[src/rtl/cla_pkg.sv]
package cla_pkg;
    localparam int unsigned CLA_GRP_W_DEF   = 4;
    localparam int unsigned CLA_NUM_GRP_DEF = 4;
endpackage

[src/rtl/cla_pg_gen.sv]
module cla_pg_gen #(
    parameter int unsigned WIDTH = 16
) (
    input  logic [WIDTH-1:0] a_i,
    input  logic [WIDTH-1:0] b_i,
    output logic [WIDTH-1:0] gen_o,
    output logic [WIDTH-1:0] prop_o,
    output logic [WIDTH-1:0] half_o
);
    always_comb begin
        gen_o  = a_i & b_i;
        prop_o = a_i | b_i;
        half_o = a_i ^ b_i;
    end
endmodule

[src/rtl/cla_lookahead.sv]
// Flat sum-of-products lookahead over W generate/propagate pairs.
// Serves as the first-level group unit and as the second-level unit.
module cla_lookahead #(
    parameter int unsigned W = 4
) (
    input  logic [W-1:0] gen_i,
    input  logic [W-1:0] prop_i,
    input  logic         cin_i,
    output logic [W-1:0] carry_o,
    output logic         cout_o,
    output logic         grp_g_o,
    output logic         grp_p_o
);
    logic [W:0] carry_d;
    logic       grp_g_d;
    logic       grp_p_d;

    always_comb begin
        logic acc;
        logic term;
        for (int j = 0; j <= int'(W); j++) begin
            acc = cin_i;
            for (int k = 0; k < j; k++) acc = acc & prop_i[k];
            for (int k = 0; k < j; k++) begin
                term = gen_i[k];
                for (int m = k + 1; m < j; m++) term = term & prop_i[m];
                acc = acc | term;
            end
            carry_d[j] = acc;
        end
        grp_p_d = &prop_i;
        grp_g_d = 1'b0;
        for (int k = 0; k < int'(W); k++) begin
            term = gen_i[k];
            for (int m = k + 1; m < int'(W); m++) term = term & prop_i[m];
            grp_g_d = grp_g_d | term;
        end
        // the flat carry-out agrees with the group terms
        a_r5_group_cout: assert (carry_d[W] == (grp_g_d | (grp_p_d & cin_i)));
    end

    assign carry_o = carry_d[W-1:0];
    assign cout_o  = carry_d[W];
    assign grp_g_o = grp_g_d;
    assign grp_p_o = grp_p_d;
endmodule

[src/rtl/cla16_adder.sv]
module cla16_adder
    import cla_pkg::*;
#(
    parameter int unsigned GRP_W   = CLA_GRP_W_DEF,
    parameter int unsigned NUM_GRP = CLA_NUM_GRP_DEF
) (
    input  logic                       clk,
    input  logic                       rst_n,
    input  logic [GRP_W*NUM_GRP-1:0]   a_i,
    input  logic [GRP_W*NUM_GRP-1:0]   b_i,
    input  logic                       cin_i,
    output logic [GRP_W*NUM_GRP-1:0]   sum_o,
    output logic                       cout_o,
    output logic                       blk_g_o,
    output logic                       blk_p_o
);
    localparam int unsigned WIDTH = GRP_W * NUM_GRP;

    typedef struct packed {
        logic [WIDTH-1:0] sum;
        logic             cout;
        logic             blk_g;
        logic             blk_p;
    } out_t;

    out_t st_d, st_q;

    logic [WIDTH-1:0]   bit_g, bit_p, bit_x, bit_c;
    logic [NUM_GRP-1:0] grp_g, grp_p, grp_c, grp_cout;
    logic               top_cout, top_g, top_p;

    cla_pg_gen #(.WIDTH(WIDTH)) u_pg (
        .a_i    (a_i),
        .b_i    (b_i),
        .gen_o  (bit_g),
        .prop_o (bit_p),
        .half_o (bit_x)
    );

    for (genvar k = 0; k < NUM_GRP; k++) begin : g_grp
        cla_lookahead #(.W(GRP_W)) u_grp (
            .gen_i   (bit_g[k*GRP_W +: GRP_W]),
            .prop_i  (bit_p[k*GRP_W +: GRP_W]),
            .cin_i   (grp_c[k]),
            .carry_o (bit_c[k*GRP_W +: GRP_W]),
            .cout_o  (grp_cout[k]),
            .grp_g_o (grp_g[k]),
            .grp_p_o (grp_p[k])
        );
    end

    cla_lookahead #(.W(NUM_GRP)) u_second (
        .gen_i   (grp_g),
        .prop_i  (grp_p),
        .cin_i   (cin_i),
        .carry_o (grp_c),
        .cout_o  (top_cout),
        .grp_g_o (top_g),
        .grp_p_o (top_p)
    );

    always_comb begin
        st_d       = st_q;
        st_d.sum   = bit_x ^ bit_c;
        st_d.cout  = top_cout;
        st_d.blk_g = top_g;
        st_d.blk_p = top_p;
    end

    always_ff @(posedge clk or negedge rst_n) begin
        if (!rst_n) st_q <= '0;
        else        st_q <= st_d;
    end

    assign sum_o   = st_q.sum;
    assign cout_o  = st_q.cout;
    assign blk_g_o = st_q.blk_g;
    assign blk_p_o = st_q.blk_p;

    // outputs cleared while reset is held
    a_r1_reset_clear: assert property (@(posedge clk)
        !rst_n |=> (sum_o == '0 && !cout_o && !blk_g_o && !blk_p_o));

    // registered result equals the arithmetic sum of the previous inputs
    a_r2_sum_match: assert property (@(posedge clk) disable iff (!rst_n)
        $past(rst_n) |-> ({cout_o, sum_o} ==
            ({1'b0, $past(a_i)} + {1'b0, $past(b_i)} + {{WIDTH{1'b0}}, $past(cin_i)})));

    // block propagate is the AND of all bitwise ORs
    a_r3_blk_prop: assert property (@(posedge clk) disable iff (!rst_n)
        $past(rst_n) |-> (blk_p_o == (&($past(a_i) | $past(b_i)))));

    // carry-out from block terms and carry-in
    a_r5_cout_terms: assert property (@(posedge clk) disable iff (!rst_n)
        $past(rst_n) |-> (cout_o == (blk_g_o | (blk_p_o & $past(cin_i)))));

    // second-level carry into each group matches the group below
    for (genvar k = 0; k + 1 < NUM_GRP; k++) begin : g_chk
        a_r7_group_link: assert property (@(posedge clk) disable iff (!rst_n)
            grp_c[k+1] == grp_cout[k]);
    end
    a_r7_top_link: assert property (@(posedge clk) disable iff (!rst_n)
        top_cout == grp_cout[NUM_GRP-1]);
endmodule

[config.mk]
export PLATFORM = sky130hd
export DESIGN_NAME = cla16_adder
export DESIGN_NICKNAME = d
export VERILOG_FILES = /design/src/rtl/cla_pkg.sv /design/src/rtl/cla_pg_gen.sv /design/src/rtl/cla_lookahead.sv /design/src/rtl/cla16_adder.sv
export SDC_FILE = /design/constraint.sdc
export NUM_CORES = 1
export LEC_CHECK = 0
export BUFFER_PORTS_ARGS = -buffer_cell sky130_fd_sc_hd__buf_4
export CAP_MARGIN = 20
export CORE_UTILIZATION = 46
export CTS_CLUSTER_DIAMETER = 120
export DETAILED_ROUTE_END_ITERATION = 7
export PLACE_DENSITY = 0.75
export REMOVE_ABC_BUFFERS = 1
export SETUP_SLACK_MARGIN = 0.2
export SLEW_MARGIN = 0
export SYNTH_ARGS = -nofsm -noshare
export SYNTH_HDL_FRONTEND = slang
export SYNTH_SLANG_ARGS = --single-unit
[constraint.sdc]
create_clock -name clk -period 0.8 [get_ports clk]
set_clock_uncertainty 0.1 [all_clocks]
set_input_delay 0 -clock clk [delete_from_list [all_inputs] [get_ports clk]]
set_output_delay 0 -clock clk [all_outputs]
set_load 0.02 [all_outputs]
Word level (Yosys, flattened, before mapping)
Index checks and enable logic that the tools add are counted.

Bitwise gates (word level): 99. Reductions and logical operators: 5.

Operators by type and width (count): 1-bit bitwise OR (49); 1-bit bitwise AND (46); 16-bit XOR (2); 16-bit bitwise AND (1); 16-bit bitwise OR (1); 16-bit AND reduction (1); 4-bit AND reduction (4).

Bits in registers: 19. Input port bits: 35. Output and inout bits: 19. Word-level logic and storage cells: 108.

Depth between registers and ports, before layout
Gate-level depths: netlist (run 1).

Depth in word-level cells: 19. Mapped depth: 9. Mapped depth without buffers: 9.

Modules after synthesis
Synthesis (run 1) repeated with hierarchy kept, for this count alone.

Cell total of the unflattened synthesis: 170. Area total of the unflattened synthesis: 1534.0 µm².

By module, submodules not included: cla16_adder (instances 1, cells each 35, area an instance 615.6 µm², seq. area each 475.5 µm²); cla_pg_gen (instances 1, cells each 80, area an instance 580.6 µm², seq. area each 0.0 µm²); cla_lookahead (instances 5, cells each 11, area an instance 67.6 µm², seq. area each 0.0 µm²).

Worst setup path after synthesis (run 1)
Ideal clock, no wire load.

Path type: input port to flip-flop. Start: input a_i[5]. End: register st_q, in the netlist sum_o[12]. Library setup time: 0.136 ns. Data arrival time: 1.766 ns. Required time: 0.564 ns. Slack: -1.202 ns. Stages: 8. Buffers on the path: 0. Cells stage by stage: inv_1 -> ha_1 -> or4_4 -> nor3_2 -> a311oi_1 -> a21boi_1 -> nand2b_1 -> fa_1.

RTL lines: start, declared (line cla16_adder.sv:9) `input logic [GRP_W*NUM_GRP-1:0] a_i,`; end signal, assigned (line cla16_adder.sv:72) `else st_q <= st_d;`; end, declared (line cla16_adder.sv:26) `out_t st_d, st_q;`.

==> impl_metrics.py, run 1 <==
metrics = {
    "synth": {
        "synth_top_area_frac": 0.296,
        "netlist.top_cell.by_area": "dfrtp_1",
        "ys_seq_area_frac": 0.296,
        "synth_edf_count": 0,
        "syn_area_per_cell_sq_um": 9.35,
        "ys.flop_type": "dfrtp_1",
        "yosysWarnings": 0,
        "synth_cell_types": 36,
        "ys_async_sr_fraction": 1.00,
        "synthCells": 172,
        "synth_area_leaders": "dfrtp_1 30%, ha_1 25%, inv_1 9.6%",
        "syn-cell-area_sq_um": 1610,
        "synth_seq_cells": 19,
    },
    "route": {
        "wl_microns": 6330,
        "drtAntennaViolNets": 0,
        "wl_met3_microns": 334,
        "wl_per_cell_microns": 19.7,
        "route.detailed.drc": 0,
        "highest_layer": "met4",
        "vias": 1759,
        "first_pass_iters": 4,
        "wl_met1_microns": 2280,
        "wl_met2_microns": 3460,
        "viasPerCell": 5.48,
        "drt_iter0_drc": 122,
    },
    "global_route": {
        "grt_overflow": 0,
        "grt_max_degree": 20,
        "grt_pass1_vias": 1616,
        "track_usage": 0.270,
        "grt_pass1_wl_microns": 7270,
        "antenna_found_initial": 0,
    },
    "final_layout": {
        "syn2layout_area_growth_pct": 84.7,
        "antennaDiodeCount": 0,
        "final_area_sq_um": 2970,
        "finish.net_count": 347,
        "post-route-util": 0.890,
        "seq_area_sq_um": 475,
        "layout-drive-gt1-share": 0.585,
        "layout_commonest_cell": "buf_4",
        "multiInputGateArea_sq_um": 1300,
        "final_cell_mix": "54 x buf_4, 37 x buf_6, 26 x inv_1, 21 x ha_1, 19 x dfrtp_1",
        "fill_cells": 134,
    },
    "sta": {
        "timing.fmax_mhz": 526,
        "finalSetupViolCount": 36,
        "hold_violations": 27,
        "tightest_slew_ns": 0.441,
        "setup_slack_ns": -1.10,
        "finalMaxSlewViolations": 0,
        "period_share": 2.38,
        "timing.hold.ws_ns": -0.0598,
        "grt_setup_unrepaired": "true",
        "relSlewSlack": 0.706,
        "layout_min_cycle_time_ns": 1.90,
    },
    "clocking": {
        "cts_buffer_depth": 2,
        "clock-sinks": 19,
        "clk_pin_slew_ns": 0.12,
        "htree_levels": 1,
        "hold_buffers": 1,
        "cts_made_buffers": 3,
        "cts_tree": "done",
        "cts_root_buffer": "clkbuf_4",
    },
    "critical_path": {
        "path_cells": "buf_4, inv_1, ha_2, or4_4, nor3_4, a311oi_2, a21boi_1, nand2b_4, fa_1",
        "end_kind": "flop",
        "cp-startpoint": "a_i[7]",
        "critPathBufInv": 2,
        "cp_slowest_cell": "or4_4",
        "path_max_fanout": 2,
        "max_stage_delay_ns": 0.52,
        "start_kind": "input port",
        "worstPathRequired_ns": 0.89,
        "arrival_ns": 1.99,
        "path_class": "in2reg",
        "cpLargestDelayFamily": "simple AND/OR/NAND/NOR gates",
        "crit_end": "sum_o[12]",
        "crit_cells": 9,
    },
    "die": {
        "rows": 21,
        "ios": 54,
        "core_area_sq_um": 3340,
        "die_area_sq_um": 3740,
        "chipHeight_microns": 61.1,
        "initial_core_util": 0.482,
        "die_x_microns": 61.1,
    },
    "placed_design": {
        "gp_congestion": 0.805,
        "place_area_sq_um": 2330,
        "dp_hpwl_microns": 2830,
        "io_buffers": 53,
    },
    "pwr": {
        "p_per_area_nw_per_um2": 1350,
        "power.total_uw": 4000,
        "max-vdd-ir-drop_mv": 0.812,
        "p_leak_uw": 0.00146,
    },
    "run_status": {
        "violations": "hold timing, setup timing",
        "run_status": "finished with violations",
    },
    "job": {
        "cap_violations": 0,
    },
    "min_path": {
        "min_path_type": "in2reg",
        "hold_start": "b_i[6]",
    },
}
## tightest hold or removal path: cells and delay by family
kind / cells / cell delay [ns]
buffers and inverters: 2 / 0.15
adders and majority gates: 1 / 0.12
xor gates and xnor gates: 1 / 0.06
## synth_stat cells, drive strengths merged, types with 3 or more instances
master  count
inv        41
ha         32
dfrtp      19
nor2       13
a21oi       7
nand2b      7
nand2       6
xor2        6
fa          4
o21ai       4
xnor2       4
nor2b       3
nor3        3
## per-stage QoR
step | cells | TNS, ns | setup WS [ns] | hold slack, ns
2_1_floorplan | 172 | -11.10 | -1.20 | -0.396
3_3_place_gp | 307 | -15.94 | -1.31 | -0.209
3_5_place_dp | 307 | -16.23 | -1.32 | -0.209
4_1_cts | 316 | -11.64 | -0.972 | -0.0540
5_1_grt | 321 | -14.62 | -1.14 | -0.0424
6_report | 321 | -13.64 | -1.10 | -0.0598
## power breakdown
| part | internal, uW | switching [uW] |
|---|---|---|
| Clock | 187 | 345 |
| Sequential | 1150 | 109 |
| Combinational | 1150 | 1060 |
## area by class of cell
| class | count | area share |
|---|---|---|
| multi-input cells | 112 | 0.438 |
| inverters | 41 | 0.0560 |
| well taps | 46 | 0.0194 |
| clock inverters | 1 | 0.00169 |
| clock buffers | 3 | 0.00759 |
| flip-flops and latches | 19 | 0.160 |
| repair buffers | 99 | 0.317 |
## kinds of logic (layout without fill, tap and decap cells)
| family | after synthesis | in the layout | synth area share |
|---|---|---|---|
| buffers and inverters | 41 | 144 | 0.0957 |
| AND/OR/NAND/NOR | 37 | 37 | 0.121 |
| adder cells (fa/ha/maj) | 36 | 36 | 0.299 |
| AO/OA/AOI/OAI | 29 | 29 | 0.135 |
| flip-flops | 19 | 19 | 0.296 |
| XOR/XNOR | 10 | 10 | 0.0545 |
## flip-flops by register name, indices dropped and copies added, names as in the netlist
register,count
sum_o,16
cout_o,1
blk_g_o,1
blk_p_o,1
## how the worst min path moves through the flow
stage / to / slack (ns) / cells past startpoint
6_report: sum_o[6] / -0.06 / 4
5_1_grt: sum_o[2] / -0.04 / 4
4_1_cts: sum_o[6] / -0.05 / 4
3_5_place_dp: sum_o[3] / -0.21 / 1
3_3_place_gp: sum_o[2] / -0.21 / 1
2_1_floorplan: blk_g_o / -0.40 / 0
## metal layers
layer	GRT usage	vias to the layer above
met1	0.296	865
li1	-	760
met3	0.0294	28
met2	0.517	106
met4	0.120	0
met5	0	-
## timing repair
| item | in CTS | in global routing |
|---|---|---|
| setup buffers | 4 | 5 |
| hold endpoints to repair | 32 | 14 |
| pin swaps | 21 | 25 |
| endpoints found under the setup margin | 38 | 38 |
| resized for setup | 84 | 44 |
Note: power is estimated with default switching activity, not from simulation.
==> run 2, diff against run 1 <==
--- a/config.mk
+++ b/config.mk
@@ -5,6 +5,7 @@
 export SDC_FILE = /design/constraint.sdc
 export NUM_CORES = 1
 export LEC_CHECK = 0
+export ABC_AREA = 1
 export BUFFER_PORTS_ARGS = -buffer_cell sky130_fd_sc_hd__buf_4
 export CAP_MARGIN = 20
 export CORE_UTILIZATION = 46
==> run 2 against run 1 <==
  * Routed wire length fell by 19%
  * The flow still finishes with violations (hold timing, setup timing)
  * Largest cell class unchanged
  * Area after synthesis up 1.5%
  * Maximum frequency up 42%
  * Highest routed layer unchanged
  * Worst hold slack got worse by 0.015 ns
==> impl_metrics.py, run 2 <==
metrics = {
    "route": {
        "wl_met3_microns": 203,
        "wl_microns": 5100,
        "wl_met2_microns": 2880,
        "wl_per_cell_microns": 15.5,
        "vias": 1532,
        "wl_met1_microns": 1930,
        "viasPerCell": 4.64,
        "highest_layer": "met4",
        "drt_iter0_drc": 60,
        "drtAntennaViolNets": 0,
        "route.detailed.drc": 0,
        "first_pass_iters": 4,
    },
    "synth": {
        "synth_top_area_frac": 0.291,
        "synth_area_leaders": "dfrtp_1 29%, ha_1 25%, inv_1 13%",
        "ys.flop_type": "dfrtp_1",
        "synthCells": 189,
        "yosysWarnings": 0,
        "ys_async_sr_fraction": 1.00,
        "synth_cell_types": 22,
        "syn_area_per_cell_sq_um": 8.63,
        "ys_seq_area_frac": 0.291,
        "synth_seq_cells": 19,
        "ys_top_cells_by_count": "57 x inv_1, 32 x ha_1, 24 x nand2_1, 19 x dfrtp_1",
        "synth_edf_count": 0,
        "synth_most_common_cell": "inv_1",
        "syn-cell-area_sq_um": 1630,
        "netlist.top_cell.by_area": "dfrtp_1",
    },
    "clocking": {
        "cts_buffer_depth": 2,
        "cts_made_buffers": 3,
        "htree_levels": 1,
        "clk_pin_slew_ns": 0.12,
        "hold_buffers": 1,
        "cts_tree": "done",
        "cts_root_buffer": "clkbuf_4",
        "clock-sinks": 19,
    },
    "critical_path": {
        "cp_slowest_cell": "a21oi_4",
        "max_stage_delay_ns": 0.18,
        "crit_top_cell": "nand2_2",
        "path_class": "in2reg",
        "end_kind": "flop",
        "critPathBufInv": 4,
        "path_max_fanout": 2,
        "path_cells": "buf_6, inv_4, ha_4, inv_2, nand2_2, nand2_2, nand2_2, nand3_4, a21oi_4, o21ai_4, buf_6, nand2_2, nand2_2, nand2_2, nand2_1, nand2_1, nand2_1",
        "worstPathRequired_ns": 0.92,
        "start_kind": "input port",
        "arrival_ns": 1.45,
        "cpLargestDelayFamily": "simple AND/OR/NAND/NOR gates",
    },
    "die": {
        "die_x_microns": 61.6,
        "core_area_sq_um": 3360,
        "die_area_sq_um": 3790,
        "rows": 21,
        "initial_core_util": 0.485,
        "ios": 54,
        "chipHeight_microns": 61.6,
    },
    "min_path": {
        "hold_end": "sum_o[6]",
        "hold_start": "b_i[6]",
        "hold_depth": 4,
        "min_path_type": "in2reg",
    },
    "pwr": {
        "max-vdd-ir-drop_mv": 0.944,
        "p_sw_frac": 0.376,
        "switching_power_uw": 1450,
        "seqPwrFrac": 0.318,
        "comb_power_share": 0.540,
        "intPower_uw": 2410,
        "p_per_area_nw_per_um2": 1300,
        "p_leak_uw": 0.00150,
        "clock_power_share": 0.142,
    },
    "final_layout": {
        "antennaDiodeCount": 0,
        "layout-drive-gt1-share": 0.665,
        "finish.net_count": 356,
        "final_cell_mix": "50 x buf_6, 35 x buf_4, 32 x inv_1, 21 x nand2_2, 19 x dfrtp_1",
        "syn2layout_area_growth_pct": 82.7,
        "layout_commonest_cell": "buf_6",
        "post-route-util": 0.887,
        "largest_register_ffs": 16,
    },
    "sta": {
        "hold_violations": 33,
        "finalMaxSlewViolations": 0,
        "grt_setup_unrepaired": "true",
        "setup_slack_ns": -0.535,
        "period_share": 1.67,
        "relSlewSlack": 0.818,
        "tightest_slew_ns": 0.273,
        "timing.fmax_mhz": 749,
        "layout_min_cycle_time_ns": 1.34,
        "finalSetupViolCount": 36,
        "timing.hold.ws_ns": -0.0752,
    },
    "global_route": {
        "track_usage": 0.236,
        "grt_pass1_vias": 1484,
        "grt_pass1_wl_microns": 6330,
        "antenna_found_initial": 0,
        "grt_overflow": 0,
        "grt_max_degree": 20,
    },
    "run_status": {
        "run_status": "finished with violations",
        "violations": "hold timing, setup timing",
    },
    "placed_design": {
        "io_buffers": 53,
        "gp_congestion": 0.731,
        "dp_hpwl_microns": 2450,
    },
    "job": {
        "cap_violations": 0,
    },
}
[run 2: cell types whose count changed after synthesis, sizes merged, moves of 3 or more]
cell | before | now
nand2 | 6 | 33
nor2 | 13 | 10
nand2b | 7 | 0
nor2b | 3 | 0
nand3 | 1 | 8
inv | 41 | 62
nor3 | 3 | 0
[run 2: cell families (layout without fill, tap and decap cells)]
kind of cell,count (synthesis),after routing,share of synthesized area
buf+inv,62,157,0.143
flops,19,19,0.291
xor+xnor,10,10,0.0537
compound gates,10,10,0.0437
fa+ha+maj,36,36,0.294
simple gates,52,52,0.174
[run 2: worst max path at each step]
| stage | start | to | slack, ns | cells past startpoint |
|---|---|---|---|---|
| after global routing | a_i[5] | sum_o[11] | -0.60 | 17 |
| after detailed placement | a_i[1] | sum_o[9] | -0.88 | 12 |
| final | a_i[5] | sum_o[11] | -0.54 | 17 |
| after CTS | b_i[7] | sum_o[9] | -0.43 | 12 |
| after global placement | a_i[3] | sum_o[5] | -0.82 | 10 |
| after floorplan | a_i[3] | sum_o[9] | -0.65 | 9 |
[run 2: repair_timing]
action,CTS,global route
pin swaps,31,43
endpoints found under the setup margin,38,38
gates resized for setup,106,60
setup buffers,13,0
endpoints found under the hold margin,35,14
[run 2: through the flow]
stage / total power, uW / setup TNS (ns) / cells / area [sq um] / worst slack [ns]
after floorplan: 1950 / -6.57 / 189 / 1630 / -0.646
after global placement: 2610 / -11.12 / 312 / 2270 / -0.819
after detailed placement: 2640 / -11.73 / 312 / 2270 / -0.879
after CTS: 3580 / -8.08 / 330 / 2770 / -0.429
after global routing: 4080 / -10.26 / 330 / 2980 / -0.595
final: 3870 / -8.95 / 330 / 2980 / -0.535
[run 2: layout make-up]
type	count	area [sq um]
multi-input combinational	108	1250
timing repair buffer	91	911
sequential	19	475
fill	156	382
inverter	62	265
tap	46	57.6
clock buffer	4	26.3
[run 2: per-layer routing]
layer  GRT usage  vias up
met5           0        -
met4      0.0825        0
met3      0.0336       10
met2       0.473       46
met1       0.246      741
li1            -      735
[run 2: power by group through the flow]
stage               Clock [uW]  Sequential, uW  Combinational, uW
floorplan                    0            1450                499
finish                     549            1230               2090
CTS                        533            1230               1820
detailed placement           0            1210               1430
global placement             0            1210               1400
global route               596            1250               2230
==> run 3, diff against run 2 <==
--- a/config.mk
+++ b/config.mk
@@ -5,14 +5,11 @@
 export SDC_FILE = /design/constraint.sdc
 export NUM_CORES = 1
 export LEC_CHECK = 0
-export ABC_AREA = 1
 export BUFFER_PORTS_ARGS = -buffer_cell sky130_fd_sc_hd__buf_4
-export CAP_MARGIN = 20
 export CORE_UTILIZATION = 46
 export CTS_CLUSTER_DIAMETER = 120
 export DETAILED_ROUTE_END_ITERATION = 7
 export PLACE_DENSITY = 0.75
-export REMOVE_ABC_BUFFERS = 1
 export SETUP_SLACK_MARGIN = 0.2
 export SLEW_MARGIN = 0
 export SYNTH_ARGS = -nofsm -noshare
==> run 3 against run 2 <==
  * The run still ends with hold timing, setup timing left
  * Routed wire length increased by 43%
  * Total power up 9.4%
  * Core utilization grew 5.2 points
  * Cell count fell by 0.61%
  * Flip-flop and latch count stayed put
  * Via count rose by 19%
  * Die area shrank 1.4%
  * First-iteration DRC count grew to 3.2 times the previous value
  * Sequential share of layout area decreased by 0.77 points
  * Combinational power rose by 14%
  * Worst setup slack worse by 0.56 ns
  * Global-route usage grew 6.8 points
  * Critical path type unchanged
  * Highest routed layer unchanged
==> impl_metrics.py, run 3 (synthesized netlist as in run 1, its figures left out) <==
metrics = {
    "critical_path": {
        "crit_cells": 9,
        "cp_slowest_cell": "or4_4",
        "worstPathRequired_ns": 0.91,
        "arrival_ns": 2.01,
        "end_kind": "flop",
        "cpLargestDelayFamily": "simple AND/OR/NAND/NOR gates",
        "path_cells": "buf_4, inv_2, ha_4, or4_4, nor3_4, a311oi_2, a21boi_2, nand2b_4, fa_2",
        "critPathBufInv": 2,
        "path_max_fanout": 2,
        "cp-startpoint": "b_i[7]",
        "start_kind": "input port",
        "crit_end": "sum_o[12]",
        "path_class": "in2reg",
        "max_stage_delay_ns": 0.50,
    },
    "final_layout": {
        "antennaDiodeCount": 0,
        "syn2layout_area_growth_pct": 94.9,
        "fin_cells": 328,
        "final_cell_mix": "59 x buf_4, 38 x buf_6, 25 x inv_1, 19 x dfrtp_1, 15 x ha_1",
        "final_area_sq_um": 3130,
        "finish.net_count": 354,
        "largest_register_ffs": 16,
        "layout-drive-gt1-share": 0.631,
        "layout_commonest_cell": "buf_4",
    },
    "global_route": {
        "grt_max_degree": 20,
        "grt_overflow": 0,
        "track_usage": 0.304,
        "grt_pass1_wl_microns": 8140,
        "antenna_found_initial": 0,
        "grt_pass1_vias": 1844,
    },
    "clocking": {
        "cts_tree": "done",
        "htree_levels": 1,
        "hold_buffers": 1,
        "cts_buffer_depth": 2,
        "cts_root_buffer": "clkbuf_4",
        "cts_made_buffers": 3,
        "clock-sinks": 19,
        "clk_pin_slew_ns": 0.13,
    },
    "job": {
        "cap_violations": 0,
    },
    "placed_design": {
        "placedCellCount": 306,
        "gp_congestion": 0.808,
        "place_area_sq_um": 2460,
        "io_buffers": 53,
        "dp_hpwl_microns": 3430,
    },
    "sta": {
        "grt_setup_unrepaired": "true",
        "finalMaxSlewViolations": 0,
        "timing.hold.ws_ns": -0.0839,
        "relSlewSlack": 0.681,
        "period_share": 2.37,
        "layout_min_cycle_time_ns": 1.90,
        "tightest_slew_ns": 0.477,
        "hold_violations": 28,
        "finalSetupViolCount": 35,
        "setup_slack_ns": -1.10,
        "timing.fmax_mhz": 527,
    },
    "pwr": {
        "p_sw_frac": 0.391,
        "comb_power_share": 0.566,
        "intPower_uw": 2570,
        "seqPwrFrac": 0.297,
        "switching_power_uw": 1650,
        "max-vdd-ir-drop_mv": 0.911,
        "p_per_area_nw_per_um2": 1350,
        "clock_power_share": 0.137,
        "p_leak_uw": 0.00149,
    },
    "route": {
        "wl_microns": 7270,
        "wl_per_cell_microns": 22.2,
        "route.detailed.drc": 0,
        "first_pass_iters": 5,
        "drt_iter0_drc": 190,
        "drtAntennaViolNets": 0,
        "viasPerCell": 5.57,
        "vias": 1826,
    },
    "die": {
        "initial_core_util": 0.482,
        "die_area_sq_um": 3740,
        "core_area_sq_um": 3340,
        "rows": 21,
        "chipHeight_microns": 61.1,
        "ios": 54,
        "die_x_microns": 61.1,
    },
    "run_status": {
        "violations": "hold timing, setup timing",
        "run_status": "finished with violations",
    },
    "synth": {
        "synth_fp_nets": 243,
    },
    "min_path": {
        "min_path_type": "in2reg",
    },
}
run 3: cell count changes in the layout (fill, tap and decap cells not counted), moves of 8 or more:
cell,before,now
buf_4,35,59
nand2_2,21,3
buf_6,50,38
inv_2,17,6
nor2_1,0,9
nand2_1,10,2
nor2_4,9,1
run 3: repair_timing:
action,in CTS,in global routing
resized for setup,87,33
hold endpoints to repair,34,9
pin swaps,23,25
setup endpoints to repair,38,37
setup buffers,11,6
run 3: metal layers:
metal / wire [microns] / vias up / GRT usage / share of wire
met1: 2480 / 888 / 0.288 / 0.34
met5: 0 / - / 0 / 0
li1: - / 773 / - / -
met2: 3850 / 120 / 0.627 / 0.53
met4: 470 / 0 / 0.140 / 0.065
met3: 469 / 45 / 0.0441 / 0.065
run 3: power by group through the flow:
stage	logic, uW	clock network [uW]	registers [uW]
2_1_floorplan	591	0	1460
3_3_place_gp	1570	0	1210
3_5_place_dp	1640	0	1220
4_1_cts	2040	559	1240
5_1_grt	2510	608	1270
6_report	2390	579	1260
run 3: layout make-up:
type	instances	area [sq um]
Clock inverter	1	7.51
Timing Repair Buffer	106	1020
Fill cell	103	204
Tap cell	46	57.6
Sequential cell	19	475
Inverter	41	204
Multi-Input combinational cell	112	1350
Clock buffer	3	22.5
run 3: tightest hold or removal path, delay by kind of cell:
family / cells / cell delay [ns]
buffers and inverters: 2 / 0.14
adder cells (fa/ha/maj): 1 / 0.11
XOR/XNOR: 1 / 0.06
run 3: how the worst min path moves through the flow:
| stage | from | end | slack (ns) | cells after the start |
|---|---|---|---|---|
| after global placement | rst_n | sum_o[4] | -0.21 | 1 |
| after global routing | b_i[0] | sum_o[0] | -0.09 | 2 |
| after detailed placement | rst_n | sum_o[5] | -0.21 | 1 |
| after floorplan | rst_n | blk_g_o | -0.40 | 0 |
| final | a_i[9] | sum_o[9] | -0.08 | 4 |
| after CTS | b_i[0] | sum_o[0] | -0.09 | 2 |
run 3: metrics by stage:
step	hold WS [ns]	setup slack, ns	setup TNS, ns	utilization	power, uW
6_report	-0.0839	-1.10	-14.71	0.939	4230
5_1_grt	-0.0883	-1.10	-15.35	0.939	4380
4_1_cts	-0.0873	-0.973	-11.87	0.879	3840
3_5_place_dp	-0.205	-1.35	-15.64	0.738	2860
3_3_place_gp	-0.206	-1.31	-15.00	0.738	2780
2_1_floorplan	-0.396	-1.14	-10.11	-	2050
